## config.mk

```make
export PLATFORM = sky130hd
export DESIGN_NAME = uart_rx_brk_tracker
export DESIGN_NICKNAME = d
export VERILOG_FILES = /design/src/rtl/uart_brk_pkg.sv /design/src/rtl/rx_line_sync.sv /design/src/rtl/rx_tag_fifo.sv /design/src/rtl/brk_ctrl.sv /design/src/rtl/uart_rx_brk_tracker.sv
export SDC_FILE = /design/constraint.sdc
export NUM_CORES = 1
export LEC_CHECK = 0
export BUFFER_PORTS_ARGS = -buffer_cell sky130_fd_sc_hd__buf_2
export CORE_MARGIN = 8
export CORE_UTILIZATION = 65
export CTS_CLUSTER_DIAMETER = 50
export DETAILED_ROUTE_END_ITERATION = 16
export GPL_TIMING_DRIVEN = 0
export PLACE_DENSITY = 0.93
export REMOVE_ABC_BUFFERS = 1
export SLEW_MARGIN = 20
export SYNTH_ARGS = -nofsm -noshare
export SYNTH_HDL_FRONTEND = slang
export SYNTH_HIERARCHICAL = 1
export SYNTH_SLANG_ARGS = --single-unit
```

## constraint.sdc

```tcl
create_clock -name clk -period 6.7 [get_ports clk]
set_input_delay 0.67 -clock clk [delete_from_list [all_inputs] [get_ports clk]]
set_output_delay 0.67 -clock clk [all_outputs]
set_load 0.01 [all_outputs]
```

## src/rtl/uart_brk_pkg.sv

```systemverilog
package uart_brk_pkg;
  localparam int unsigned CHAR_W = 8;

  typedef struct packed {
    logic              ferr;
    logic [CHAR_W-1:0] data;
  } rx_entry_t;
endpackage

```

## src/rtl/rx_line_sync.sv

```systemverilog
module rx_line_sync #(
  parameter int unsigned STAGES = 2
) (
  input  logic clk,
  input  logic rst_n,
  input  logic line_async,
  output logic line_sync
);
  logic [STAGES-1:0] stage_q;
  logic [STAGES-1:0] stage_d;

  always_comb begin
    stage_d[0] = line_async;
    for (int i = 1; i < STAGES; i++) begin
      stage_d[i] = stage_q[i-1];
    end
  end

  // flops come out of reset at mark so an idle line causes no event
  always_ff @(posedge clk or negedge rst_n) begin
    if (!rst_n) stage_q <= '1;
    else        stage_q <= stage_d;
  end

  assign line_sync = stage_q[STAGES-1];
endmodule

```

## src/rtl/rx_tag_fifo.sv

```systemverilog
module rx_tag_fifo
  import uart_brk_pkg::*;
#(
  parameter int unsigned DEPTH = 16,
  localparam int unsigned PTR_W = (DEPTH > 1) ? $clog2(DEPTH) : 1,
  localparam int unsigned CNT_W = $clog2(DEPTH + 1)
) (
  input  logic             clk,
  input  logic             rst_n,
  input  logic             push,
  input  rx_entry_t        push_entry,
  input  logic             pop,
  output rx_entry_t        head,
  output logic             empty,
  output logic             full,
  output logic [CNT_W-1:0] count
);
  localparam logic [PTR_W-1:0] LAST_IDX = PTR_W'(DEPTH - 1);
  localparam logic [CNT_W-1:0] FULL_CNT = CNT_W'(DEPTH);

  rx_entry_t        store_q [DEPTH];
  logic [PTR_W-1:0] wr_ptr_q, wr_ptr_d;
  logic [PTR_W-1:0] rd_ptr_q, rd_ptr_d;
  logic [CNT_W-1:0] cnt_q, cnt_d;
  logic             do_push, do_pop;

  assign empty   = (cnt_q == '0);
  assign full    = (cnt_q == FULL_CNT);
  assign do_push = push & ~full;
  assign do_pop  = pop & ~empty;

  always_comb begin
    wr_ptr_d = wr_ptr_q;
    rd_ptr_d = rd_ptr_q;
    cnt_d    = cnt_q;
    if (do_push) wr_ptr_d = (wr_ptr_q == LAST_IDX) ? '0 : wr_ptr_q + 1'b1;
    if (do_pop)  rd_ptr_d = (rd_ptr_q == LAST_IDX) ? '0 : rd_ptr_q + 1'b1;
    case ({do_push, do_pop})
      2'b10:   cnt_d = cnt_q + 1'b1;
      2'b01:   cnt_d = cnt_q - 1'b1;
      default: cnt_d = cnt_q;
    endcase
  end

  always_ff @(posedge clk or negedge rst_n) begin
    if (!rst_n) begin
      wr_ptr_q <= '0;
      rd_ptr_q <= '0;
      cnt_q    <= '0;
    end else begin
      wr_ptr_q <= wr_ptr_d;
      rd_ptr_q <= rd_ptr_d;
      cnt_q    <= cnt_d;
    end
  end

  // storage array has no reset; entries are only read once counted
  always_ff @(posedge clk) begin
    if (do_push) store_q[wr_ptr_q] <= push_entry;
  end

  assign head  = store_q[rd_ptr_q];
  assign count = cnt_q;
endmodule

```

## src/rtl/brk_ctrl.sv

```systemverilog
module brk_ctrl (
  input  logic clk,
  input  logic rst_n,
  input  logic ch_vld,
  input  logic ch_ferr,
  input  logic line_s,
  input  logic stat_rd,
  input  logic stat_wr,
  input  logic stat_wdata,
  output logic in_brk,
  output logic brk_flag
);
  logic armed_q,   armed_d;
  logic active_q,  active_d;
  logic rd_seen_q, rd_seen_d;
  logic flag_q,    flag_d;
  logic set_evt, clr_evt;

  // a framing error arms; any mark on the line disarms and ends a break
  assign set_evt = ch_vld & armed_q & ~line_s;
  assign clr_evt = stat_wr & ~stat_wdata & rd_seen_q;

  always_comb begin
    armed_d   = line_s ? 1'b0 : (armed_q | (ch_vld & ch_ferr));
    active_d  = line_s ? 1'b0 : (active_q | set_evt);
    rd_seen_d = stat_wr ? 1'b0 : (rd_seen_q | (stat_rd & flag_q));
    if (set_evt)      flag_d = 1'b1;
    else if (clr_evt) flag_d = 1'b0;
    else              flag_d = flag_q;
  end

  always_ff @(posedge clk or negedge rst_n) begin
    if (!rst_n) begin
      armed_q   <= 1'b0;
      active_q  <= 1'b0;
      rd_seen_q <= 1'b0;
      flag_q    <= 1'b0;
    end else begin
      armed_q   <= armed_d;
      active_q  <= active_d;
      rd_seen_q <= rd_seen_d;
      flag_q    <= flag_d;
    end
  end

  assign in_brk   = active_q | set_evt;
  assign brk_flag = flag_q;
endmodule

```

## src/rtl/uart_rx_brk_tracker.sv

```systemverilog
module uart_rx_brk_tracker
  import uart_brk_pkg::*;
#(
  parameter int unsigned DEPTH       = 16,
  parameter int unsigned SYNC_STAGES = 2
) (
  input  logic              clk,
  input  logic              rst_n,
  input  logic              ch_vld,
  input  logic [CHAR_W-1:0] ch_data,
  input  logic              ch_ferr,
  input  logic              rxd,
  input  logic              pop,
  input  logic              stat_rd,
  input  logic              stat_wr,
  input  logic              stat_wdata,
  output logic [CHAR_W-1:0] head_data,
  output logic              head_ferr,
  output logic              fifo_empty,
  output logic              fifo_full,
  output logic              brk_flag
);
  localparam int unsigned CNT_W = $clog2(DEPTH + 1);

  logic             line_s;
  logic             in_brk;
  logic             store_en;
  rx_entry_t        wr_entry;
  rx_entry_t        head_entry;
  logic [CNT_W-1:0] fifo_cnt;

  rx_line_sync #(.STAGES(SYNC_STAGES)) u_sync (
    .clk        (clk),
    .rst_n      (rst_n),
    .line_async (rxd),
    .line_sync  (line_s)
  );

  brk_ctrl u_brk (
    .clk        (clk),
    .rst_n      (rst_n),
    .ch_vld     (ch_vld),
    .ch_ferr    (ch_ferr),
    .line_s     (line_s),
    .stat_rd    (stat_rd),
    .stat_wr    (stat_wr),
    .stat_wdata (stat_wdata),
    .in_brk     (in_brk),
    .brk_flag   (brk_flag)
  );

  // nulls during a break are the receiver echoing the held space
  assign store_en      = ch_vld & ~(in_brk & (ch_data == '0));
  assign wr_entry.ferr = ch_ferr;
  assign wr_entry.data = ch_data;

  rx_tag_fifo #(.DEPTH(DEPTH)) u_fifo (
    .clk        (clk),
    .rst_n      (rst_n),
    .push       (store_en),
    .push_entry (wr_entry),
    .pop        (pop),
    .head       (head_entry),
    .empty      (fifo_empty),
    .full       (fifo_full),
    .count      (fifo_cnt)
  );

  assign head_data = head_entry.data;
  assign head_ferr = head_entry.ferr & ~fifo_empty;
endmodule

```

==> impl_metrics.py, run 1 <==
metrics = {
    "run_status": {
        "status": "complete, no violations",
    },
    "yosys": {
        "yosys.area.top_type": "edfxtp_1",
        "ys_seq_area_share_pct": 71.97,
        "synth_top_area_share_pct": 64.80,
        "syn_area_um2": 6673,
        "synth_mux_area_share_pct": 14.38,
        "avgSynthCellArea_um2": 18.48,
        "async_reset_ff_share_pct": 11.66,
        "synth_flop_cell": "edfxtp_1",
        "synthSimpleGateAreaFrac_pct": 3.881,
        "ys_top_cells_by_area": "edfxtp_1 (65%), mux4_2 (6.4%), dfrtp_1 (6.4%)",
        "ys_warn_count": 6,
        "synth_edf_count": 144,
        "synth_cells": 361,
        "synth_fa_ha_area_share_pct": 1.988,
        "synth_xor_area_share_pct": 0.7875,
        "synth_compound_area_share_pct": 5.007,
        "synth_top_family_by_area": "multiplexers",
        "synth_cell_type_count": 44,
        "yosys_register_bits": 163,
    },
    "floorplanning": {
        "fp.dieArea_um2": 13760,
        "die_w_um": 117.3,
        "start_util_pct": 65.82,
        "core_um2": 10140,
        "die_h_um": 117.3,
        "rows": 37,
        "num_io_pins": 29,
    },
    "route": {
        "drt_wl_total_um": 13770,
        "antenna_left": 0,
        "m1WireLength_um": 5494,
        "first_pass_iters": 5,
        "wl_met2_um": 7002,
        "via_per_inst": 6.478,
        "wl_per_cell_um": 25.31,
        "top_layer_used": "met4",
        "met3WireLength_um": 960,
        "drtIter0Drc": 272,
        "drc": 0,
        "via_count": 3524,
    },
    "hold_path": {
        "hold_class": "input pin to asynchronous set/reset pin",
    },
    "grt": {
        "track_usage_pct": 20.59,
        "antenna_found_initial": 0,
        "grt_max_degree": 50,
        "grt_pass1_wl_um": 21050,
        "grt_pass1_vias": 3706,
        "gr-total-overflow": 0,
    },
    "worst_setup_path": {
        "cp_max_fo": 21,
        "cp-start-kind": "register",
        "r2r.worst_path.cells": 7,
        "path_cells": "buf_12, nor2b_1, a22oi_1, a32oi_1, o21ai_0, nor2b_1, buf_2",
        "slowest_delay_ns": 0.82,
        "rr_startpoint": "u_sync/stage_q[1]",
        "crit_slowest_cell": "nor2b_1",
        "path_class": "register to output port",
        "r2r_setup_slack_ns": 3.05,
        "timing.critical_path.mode_cell": "nor2b_1",
        "cp-end-kind": "output port",
        "r2r-end": "u_fifo/store_q[7][5]",
        "worstPathArrival_ns": 3.14,
        "crit_required_ns": 6.03,
    },
    "clock_network": {
        "clock_sinks": 163,
        "ctsResizeCount": 0,
        "cts_buffers": 17,
        "cts_tree": "done",
        "clk_pin_slew_ns": 0.06,
        "post_cts_buffers": 0,
        "clock_latency_ns": 0.52,
        "clockBufferDepth": 2,
        "cts.hold.buffers_added": 0,
        "htreeDepth": 4,
        "cts-root-buf": "clkbuf_8",
    },
    "cells_and_area": {
        "synthToLayoutAreaGrowth_pct": 12.53,
        "num-nets-final": 422,
        "fill_cells": 556,
        "drive_gt1_share_pct": 25.00,
        "final_area_um2": 7508,
        "final_common_cell": "edfxtp_1",
        "most-common-layout-cells": "edfxtp_1 (144), buf_2 (28), mux2i_1 (28)",
        "multi_input_area_um2": 1768,
        "utilization_pct": 74.06,
        "seq_area_um2": 4807,
        "diodes": 0,
    },
    "timing": {
        "finalMaxSlewViolations": 0,
        "tns_ns": 0,
        "worst_pin_slew_ns": 1.147,
        "hold_viol_final": 0,
        "period_share_pct": 56.92,
        "fin_skew_ns": 0.008412,
        "setup_viol": 0,
        "fin_crit_ns": 3.813,
        "max_slew_margin_pct": 23.28,
        "max_freq_mhz": 262.2,
        "rsz0062_at_grt": "false",
    },
    "power": {
        "vdd_ir_drop_max_mv": 0.2531,
        "power_leakage_nw": 2.647,
        "power.density_nw_per_um2": 423.7,
    },
    "placed_design": {
        "port_buffers": 28,
        "dpl-instance-area_um2": 6952,
        "place.gp.congestion": 0.8189,
        "dpl.hpwl_um": 8472,
    },
    "flow_run": {
        "cap_violations": 0,
    },
}
logic make-up after synthesis:
group | count (synthesis)
compound gates | 49
xor+xnor | 6
mux | 58
simple gates | 50
fa+ha+maj | 10
buf+inv | 25
flops | 163
power breakdown:
part / leakage, nW / internal, W / switching (W)
Clock: 0.270 / 0.000496 / 0.000387
Sequential: 1.53 / 0.00124 / 0.000191
Combinational: 0.850 / 0.000424 / 0.000447
Total: 2.65 / 0.00216 / 0.00103
synthesized netlist by cell type (3+ instances only):
master / count
inv_1: 7
mux4_1: 8
a32oi_1: 9
buf_4: 4
mux2i_1: 28
edfxtp_1: 144
o21ai_0: 7
buf_1: 3
nor3_1: 6
ha_1: 9
o21ai_1: 8
nand3_1: 3
xnor2_1: 5
dfrtp_1: 17
mux4_2: 19
nand2_1: 11
a22oi_1: 9
buf_2: 6
a21oi_1: 6
nor2b_1: 3
nor2_1: 18
layer usage:
| layer | vias to the layer above | GRT usage [%] |
|---|---|---|
| met5 | - | 0 |
| met4 | 0 | 9.489 |
| met3 | 32 | 5.707 |
| met2 | 199 | 34.23 |
| met1 | 1773 | 24.51 |
| li1 | 1520 | - |
registers in the layout, indices dropped and copies added (netlist names):
name	flops
u_brk/brk_flag	1
u_brk/armed_q	1
u_fifo/rd_ptr_q	4
u_fifo/store_q	144
u_sync/stage_q	2
u_brk/rd_seen_q	1
u_fifo/wr_ptr_q	4
u_brk/active_q	1
u_fifo/count	5
how the worst max path moves through the flow:
| stage | start | endpoint | slack (ns) | cells past startpoint |
|---|---|---|---|---|
| after detailed placement | ch_data[1] | u_fifo/count[4] | 2.87 | 11 |
| final | u_fifo/rd_ptr_q[0] | head_ferr | 2.89 | 7 |
| after CTS | u_fifo/rd_ptr_q[0] | head_ferr | 2.89 | 7 |
| after global routing | u_fifo/rd_ptr_q[0] | head_ferr | 2.74 | 7 |
| after global placement | u_fifo/rd_ptr_q[0] | head_ferr | 2.63 | 6 |
| after floorplan | ch_vld | u_fifo/count[4] | 3.46 | 12 |
cell type report:
class | count | area share [%]
Clock buffer | 17 | 5.516
Multi-Input combinational cell | 173 | 23.55
Tap cell | 136 | 2.266
Inverter | 7 | 0.3499
Sequential cell | 163 | 64.02
Timing Repair Buffer | 33 | 2.533
Clock inverter | 15 | 1.766
stage by stage:
step | setup WS, ns | hold slack (ns) | instances | power, W
6_report | 2.887 | 0.07518 | 544 | 0.003182
5_1_grt | 2.744 | 0.08081 | 544 | 0.003320
4_1_cts | 2.893 | 0.06438 | 544 | 0.003194
3_5_place_dp | 2.868 | 0.3535 | 512 | 0.002312
3_3_place_gp | 2.626 | 0.3498 | 507 | 0.002249
2_1_floorplan | 3.458 | 0.3452 | 343 | 0.001984
critical path, delay by kind of cell, from the launching register on:
family                 cells  cell delay [ns]
AND/OR/NAND/NOR            2             1.00
AO/OA/AOI/OAI              3             0.64
flip-flops                 1             0.59
buffers and inverters      2             0.39
Power figures use the tool's default switching activity.
==> inputs of run 2 (changes only) <==
--- a/config.mk
+++ b/config.mk
@@ -5,13 +5,14 @@
 export SDC_FILE = /design/constraint.sdc
 export NUM_CORES = 1
 export LEC_CHECK = 0
+export ABC_AREA = 1
 export BUFFER_PORTS_ARGS = -buffer_cell sky130_fd_sc_hd__buf_2
 export CORE_MARGIN = 8
-export CORE_UTILIZATION = 65
+export CORE_UTILIZATION = 62
 export CTS_CLUSTER_DIAMETER = 50
 export DETAILED_ROUTE_END_ITERATION = 16
 export GPL_TIMING_DRIVEN = 0
-export PLACE_DENSITY = 0.93
+export PLACE_DENSITY = 0.9
 export REMOVE_ABC_BUFFERS = 1
 export SLEW_MARGIN = 20
 export SYNTH_ARGS = -nofsm -noshare
==> constraint.sdc (replaced) <==
create_clock -name clk -period 3.7 [get_ports clk]
set_input_delay 0.37 -clock clk [delete_from_list [all_inputs] [get_ports clk]]
set_output_delay 0.37 -clock clk [all_outputs]
set_load 0.01 [all_outputs]
==> run 2 against run 1 <==
Power increased by 95%. Clock power rose by 110%. Largest power group unchanged. Non-clock buffer count fell by 2. Flip-flop and latch count unchanged.
==> impl_metrics.py, run 2 <==
metrics = {
    "run_status": {
        "status": "complete, no violations",
    },
    "timing": {
        "finalMaxSlewViolations": 0,
        "rsz0062_at_grt": "false",
        "fin_skew_ns": 0.007925,
        "fin_crit_ns": 3.174,
        "hold_viol_final": 0,
        "fin_ws_ns": 0.5259,
        "max_freq_mhz": 315.1,
        "tns_ns": 0,
        "period_share_pct": 85.79,
        "worst_pin_slew_ns": 1.055,
        "max_slew_margin_pct": 29.38,
        "setup_viol": 0,
    },
    "clock_network": {
        "clock_latency_ns": 0.42,
        "ctsResizeCount": 0,
        "cts_tree": "done",
        "cts-root-buf": "clkbuf_16",
        "clockBufferDepth": 2,
        "clk_pin_slew_ns": 0.06,
        "clock_sinks": 163,
        "cts_buffers": 17,
        "htreeDepth": 4,
    },
    "power": {
        "vdd_ir_drop_max_mv": 0.4132,
        "pwr-share-comb_pct": 31.2,
        "power.density_nw_per_um2": 749.5,
        "power_leakage_nw": 3.780,
        "switching_share_pct": 35.74,
        "seqPwrFrac_pct": 39.5,
        "pwr-share-clk_pct": 29.3,
        "power.internal_w": 0.003979,
        "net-switching-power_w": 0.002213,
    },
    "yosys": {
        "ys_top_cells_by_area": "edfxtp_1 (58%), nand2_1 (13%), inv_1 (7.8%)",
        "avgSynthCellArea_um2": 9.653,
        "synthTopCellsByCount": "nand2_1 (257), inv_1 (154), edfxtp_1 (144)",
        "synth_top_area_share_pct": 58.25,
        "async_reset_ff_share_pct": 11.66,
        "yosys_register_bits": 163,
        "synth_mux_area_share_pct": 0,
        "synth_xor_area_share_pct": 0.5899,
        "synthSimpleGateAreaFrac_pct": 21.93,
        "ys_warn_count": 6,
        "yosys.area.top_type": "edfxtp_1",
        "ys_seq_area_share_pct": 64.69,
        "synth_compound_area_share_pct": 0.8765,
        "synth_top_family_by_area": "simple AND/OR/NAND/NOR gates",
        "synth_flop_cell": "edfxtp_1",
        "syn_area_um2": 7423,
        "synth_fa_ha_area_share_pct": 1.787,
        "synth_cells": 769,
        "yosysMostFrequentCell": "nand2_1",
        "synth_cell_type_count": 24,
        "synth_edf_count": 144,
    },
    "route": {
        "drt_wl_total_um": 15970,
        "via_count": 5285,
        "drtIter0Drc": 546,
        "m1WireLength_um": 6043,
        "drc": 0,
        "via_per_inst": 5.546,
        "antenna_left": 0,
        "first_pass_iters": 7,
        "top_layer_used": "met4",
        "met3WireLength_um": 1364,
        "wl_per_cell_um": 16.76,
        "wl_met2_um": 8113,
    },
    "cells_and_area": {
        "utilization_pct": 69.65,
        "num-nets-final": 820,
        "top_register": "u_fifo/store_q",
        "fill_cells": 767,
        "diodes": 0,
        "synthToLayoutAreaGrowth_pct": 11.29,
        "most-common-layout-cells": "nand2_1 (257), inv_1 (154), edfxtp_1 (144)",
        "largest_reg_flops": 144,
        "final_common_cell": "nand2_1",
        "final_area_um2": 8262,
        "drive_gt1_share_pct": 8.189,
    },
    "grt": {
        "track_usage_pct": 20.93,
        "gr-total-overflow": 0,
        "antenna_found_initial": 0,
        "grt_pass1_wl_um": 25640,
        "grt_max_degree": 74,
        "grt_pass1_vias": 5206,
    },
    "worst_setup_path": {
        "cp-end-kind": "output port",
        "path_class": "register to output port",
        "rr_startpoint": "u_sync/stage_q[1]",
        "worstPathArrival_ns": 2.80,
        "crit_required_ns": 3.33,
        "cp-start-kind": "register",
        "cp_max_fo": 73,
        "setup.worst_path.start": "u_fifo/rd_ptr_q[0]",
    },
    "hold_path": {
        "hp-start": "rxd",
        "hold_class": "input pin to register",
    },
    "floorplanning": {
        "fp.dieArea_um2": 15730,
        "die_h_um": 125.4,
        "die_w_um": 125.4,
        "start_util_pct": 62.58,
        "rows": 40,
        "core_um2": 11860,
        "num_io_pins": 29,
    },
    "placed_design": {
        "dp_slack_ns": 1.014,
        "dpl.hpwl_um": 9016,
        "port_buffers": 28,
        "dpl-instance-area_um2": 7636,
        "place.gp.congestion": 0.8290,
    },
    "flow_run": {
        "cap_violations": 0,
    },
}
run 2: cells by family after synthesis:
group,Yosys count
AND/OR/NAND/NOR,394
flip-flops,163
adder cells (fa/ha/maj),10
buffers and inverters,184
AO/OA/AOI/OAI,13
XOR/XNOR,5
run 2: power groups by stage:
stage	Sequential [W]	Clock (W)	Combinational, W
final	0.00244	0.00182	0.00193
after global routing	0.00247	0.00190	0.00215
after CTS	0.00244	0.00182	0.00191
after detailed placement	0.00247	0	0.00185
after global placement	0.00257	0	0.00166
after floorplan	0.00246	0	0.00120
run 2: worst paths after layout:
kind	end	slack, ns	cells past startpoint
min	u_sync/stage_q[0]	0.05	1
max reg2reg	u_fifo/store_q[0][6]	1.00	9
min reg2reg	u_sync/stage_q[1]	0.36	0
max in group asynchronous	u_fifo/rd_ptr_q[0]	2.94	2
min in group asynchronous	u_fifo/count[3]	0.42	2
max	head_ferr	0.53	11
run 2: timing repair:
item / CTS / global route
buffers inserted: 0 / 0
hold endpoints to repair: 17 / 0
hold buffers: 1 / 0
run 2: layout make-up:
type | instances | area [um^2] | area share [%]
repair buffers | 31 | 190.2 | 2.302
multi-input cells | 422 | 1869 | 22.63
inverters | 158 | 595.6 | 7.209
clock buffers | 19 | 432.9 | 5.240
flip-flops and latches | 163 | 4807 | 58.19
well taps | 147 | 183.9 | 2.226
clock inverters | 13 | 182.7 | 2.211
run 2: critical path: stages (launching register included):
cell     delay (ns)
dfrtp_4        0.64
buf_12         0.25
inv_4          0.57
nand2_1        0.13
nand2_1        0.09
nand2_1        0.06
nand3_1        0.12
nand3_1        0.12
nand2_1        0.10
inv_1          0.05
nor2_1         0.07
buf_2          0.13
run 2: per-stage QoR:
| stage | instances | hold WS, ns | power (W) |
|---|---|---|---|
| 3_5_place_dp | 920 | 0.3394 | 0.004321 |
| 3_3_place_gp | 918 | 0.3295 | 0.004227 |
| 2_1_floorplan | 743 | 0.07441 | 0.003668 |
| 5_1_grt | 953 | 0.03078 | 0.006516 |
| 6_report | 953 | 0.04586 | 0.006192 |
| 4_1_cts | 953 | 0.02987 | 0.006175 |
run 2: metal layers:
layer	global-route usage, %	up-vias
met4	10.96	0
met5	0	-
met2	36.14	287
li1	-	2465
met3	5.142	46
met1	23.59	2487
==> inputs of run 3 (changes only) <==
--- a/config.mk
+++ b/config.mk
@@ -8,11 +8,11 @@
 export ABC_AREA = 1
 export BUFFER_PORTS_ARGS = -buffer_cell sky130_fd_sc_hd__buf_2
 export CORE_MARGIN = 8
-export CORE_UTILIZATION = 62
+export CORE_UTILIZATION = 66
 export CTS_CLUSTER_DIAMETER = 50
 export DETAILED_ROUTE_END_ITERATION = 16
 export GPL_TIMING_DRIVEN = 0
-export PLACE_DENSITY = 0.9
+export PLACE_DENSITY = 0.94
 export REMOVE_ABC_BUFFERS = 1
 export SLEW_MARGIN = 20
 export SYNTH_ARGS = -nofsm -noshare
==> constraint.sdc (replaced) <==
create_clock -name clk -period 3.9 [get_ports clk]
set_input_delay 0.39 -clock clk [delete_from_list [all_inputs] [get_ports clk]]
set_output_delay 0.39 -clock clk [all_outputs]
set_load 0.01 [all_outputs]
==> run 3 against run 2 <==
Hold slack worse by 0.024 ns. Largest cell class unchanged. Clock-buffer cell count is 2 lower. Via count is 4.8% higher. Register-to-register slack better by 0.24 ns. Worst setup slack worse by 0.091 ns. First-iteration DRC count is 77% higher.
==> impl_metrics.py, run 3 (same netlist as run 2, synthesis figures left out) <==
metrics = {
    "timing": {
        "rsz0062_at_grt": "false",
        "fin_ws_ns": 0.4346,
        "fin_crit_ns": 3.465,
        "period_share_pct": 88.86,
        "max_slew_margin_pct": 27.42,
        "hold_viol_final": 0,
        "fin_skew_ns": 0.005480,
        "worst_pin_slew_ns": 1.085,
        "finalMaxSlewViolations": 0,
        "tns_ns": 0,
        "setup_viol": 0,
        "max_freq_mhz": 288.6,
    },
    "floorplanning": {
        "fp.dieArea_um2": 14900,
        "start_util_pct": 68.18,
        "die_h_um": 122.1,
        "die_w_um": 122.1,
        "core_um2": 10890,
        "num_io_pins": 29,
        "rows": 38,
    },
    "run_status": {
        "status": "complete, no violations",
    },
    "power": {
        "power_leakage_nw": 3.817,
        "power.density_nw_per_um2": 722.8,
        "vdd_ir_drop_max_mv": 0.4924,
    },
    "clock_network": {
        "clock_latency_ns": 0.53,
        "cts_buffers": 17,
        "clock_sinks": 163,
        "clockBufferDepth": 2,
        "cts_tree": "done",
        "clk_pin_slew_ns": 0.06,
        "post_cts_buffers": 0,
        "cts-root-buf": "clkbuf_8",
        "htreeDepth": 4,
    },
    "cells_and_area": {
        "synthToLayoutAreaGrowth_pct": 11.58,
        "seq_area_um2": 4807,
        "most-common-layout-cells": "nand2_1 (257), inv_1 (154), edfxtp_1 (144)",
        "multi_input_area_um2": 1869,
        "final_common_cell": "nand2_1",
        "fill_cells": 636,
        "drive_gt1_share_pct": 8.674,
        "largest_reg_flops": 144,
        "top_register": "u_fifo/store_q",
        "diodes": 0,
        "utilization_pct": 76.07,
        "num-nets-final": 821,
        "final_area_um2": 8283,
    },
    "grt": {
        "gr-total-overflow": 0,
        "grt_pass1_vias": 5482,
        "antenna_found_initial": 0,
        "grt_max_degree": 74,
        "track_usage_pct": 24.27,
        "grt_pass1_wl_um": 27120,
    },
    "route": {
        "antenna_left": 0,
        "drt_wl_total_um": 17560,
        "drtIter0Drc": 968,
        "via_count": 5540,
        "wl_per_cell_um": 18.54,
        "drc": 0,
        "first_pass_iters": 12,
        "via_per_inst": 5.850,
    },
    "worst_setup_path": {
        "worstPathArrival_ns": 3.08,
        "path_class": "register to output port",
        "crit_required_ns": 3.51,
        "r2r.worst_path.cells": 9,
        "cp-start-kind": "register",
        "cp_max_fo": 73,
        "cp-end-kind": "output port",
    },
    "flow_run": {
        "cap_violations": 0,
    },
    "placed_design": {
        "place.gp.congestion": 0.7932,
        "dp_slack_ns": 1.151,
        "port_buffers": 28,
        "dpl-instance-area_um2": 7635,
        "dpl.hpwl_um": 9751,
    },
    "hold_path": {
        "hold_class": "input pin to register",
        "worstHoldPathCells": 2,
    },
}
-- run 3: changes by cell type in the layout (fill, tap and decap cells not counted) --
cell / change
bufinv_16: +1
clkbuf_8: +1
clkinv_2: +6
inv_6: -2
buf_12: -1
dlygate4sd3_1: +1
clkinv_4: +3
clkinv_1: -2
clkinvlp_4: -4
clkbuf_16: -1
clkbuf_1: -2
buf_16: +1
-- run 3: worst paths after layout --
kind,start,endpoint,slack (ns)
worst max-delay path,u_fifo/rd_ptr_q[0],head_ferr,0.43
worst min-delay path,stat_wr,u_brk/rd_seen_q,0.02
worst max register to register,u_sync/stage_q[1],u_fifo/store_q[10][2],1.24
worst min register to register,u_sync/stage_q[0],u_sync/stage_q[1],0.37
max in group asynchronous,rst_n,u_fifo/rd_ptr_q[0],3.23
min in group asynchronous,rst_n,u_fifo/count[2],0.33
-- run 3: power breakdown --
group / internal [W] / leakage [nW] / switching (W)
combinational: 0.000604 / 1.98 / 0.00129
sequential: 0.00211 / 1.53 / 0.000220
clock: 0.00110 / 0.311 / 0.000659
-- run 3: stage by stage --
step / hold WS (ns) / total power [W] / cells
floorplan: 0.09441 / 0.003480 / 743
global placement: 0.3485 / 0.004022 / 911
detailed placement: 0.3517 / 0.004154 / 913
CTS: 0.01661 / 0.005928 / 947
global route: 0.02377 / 0.006261 / 947
finish: 0.02216 / 0.005987 / 947
-- run 3: repair_timing --
action | CTS | global route
resized for setup | 0 | 0
hold endpoints to repair | 18 | 0
hold buffers | 2 | 0
setup endpoints to repair | 0 | 0
-- run 3: layer usage --
metal  vias up  track usage, %  wire (um)
li1       2467               -          -
met1      2550           28.98       6016
met2       442           40.62       8759
met3        81           4.951       2099
met4         0           13.48        686
met5         -               0          0
-- run 3: critical path, cell delays in order, from the launching register on --
cell and delay (ns):
dfrtp_4 0.64, buf_12 0.25, inv_4 0.60, nand2_1 0.15, nand2_1 0.09, nand2_1 0.05
nand3_1 0.11, nand3_1 0.19, nand2_1 0.13, inv_1 0.04, nor2_1 0.07, buf_2 0.13
-- run 3: cell type report --
type	instances	area share, %
Sequential cell	163	58.04
Multi-Input combinational cell	422	22.57
Inverter	158	7.190
Clock buffer	17	5.000
Clock inverter	15	2.583
Timing Repair Buffer	32	2.508
Tap cell	140	2.115
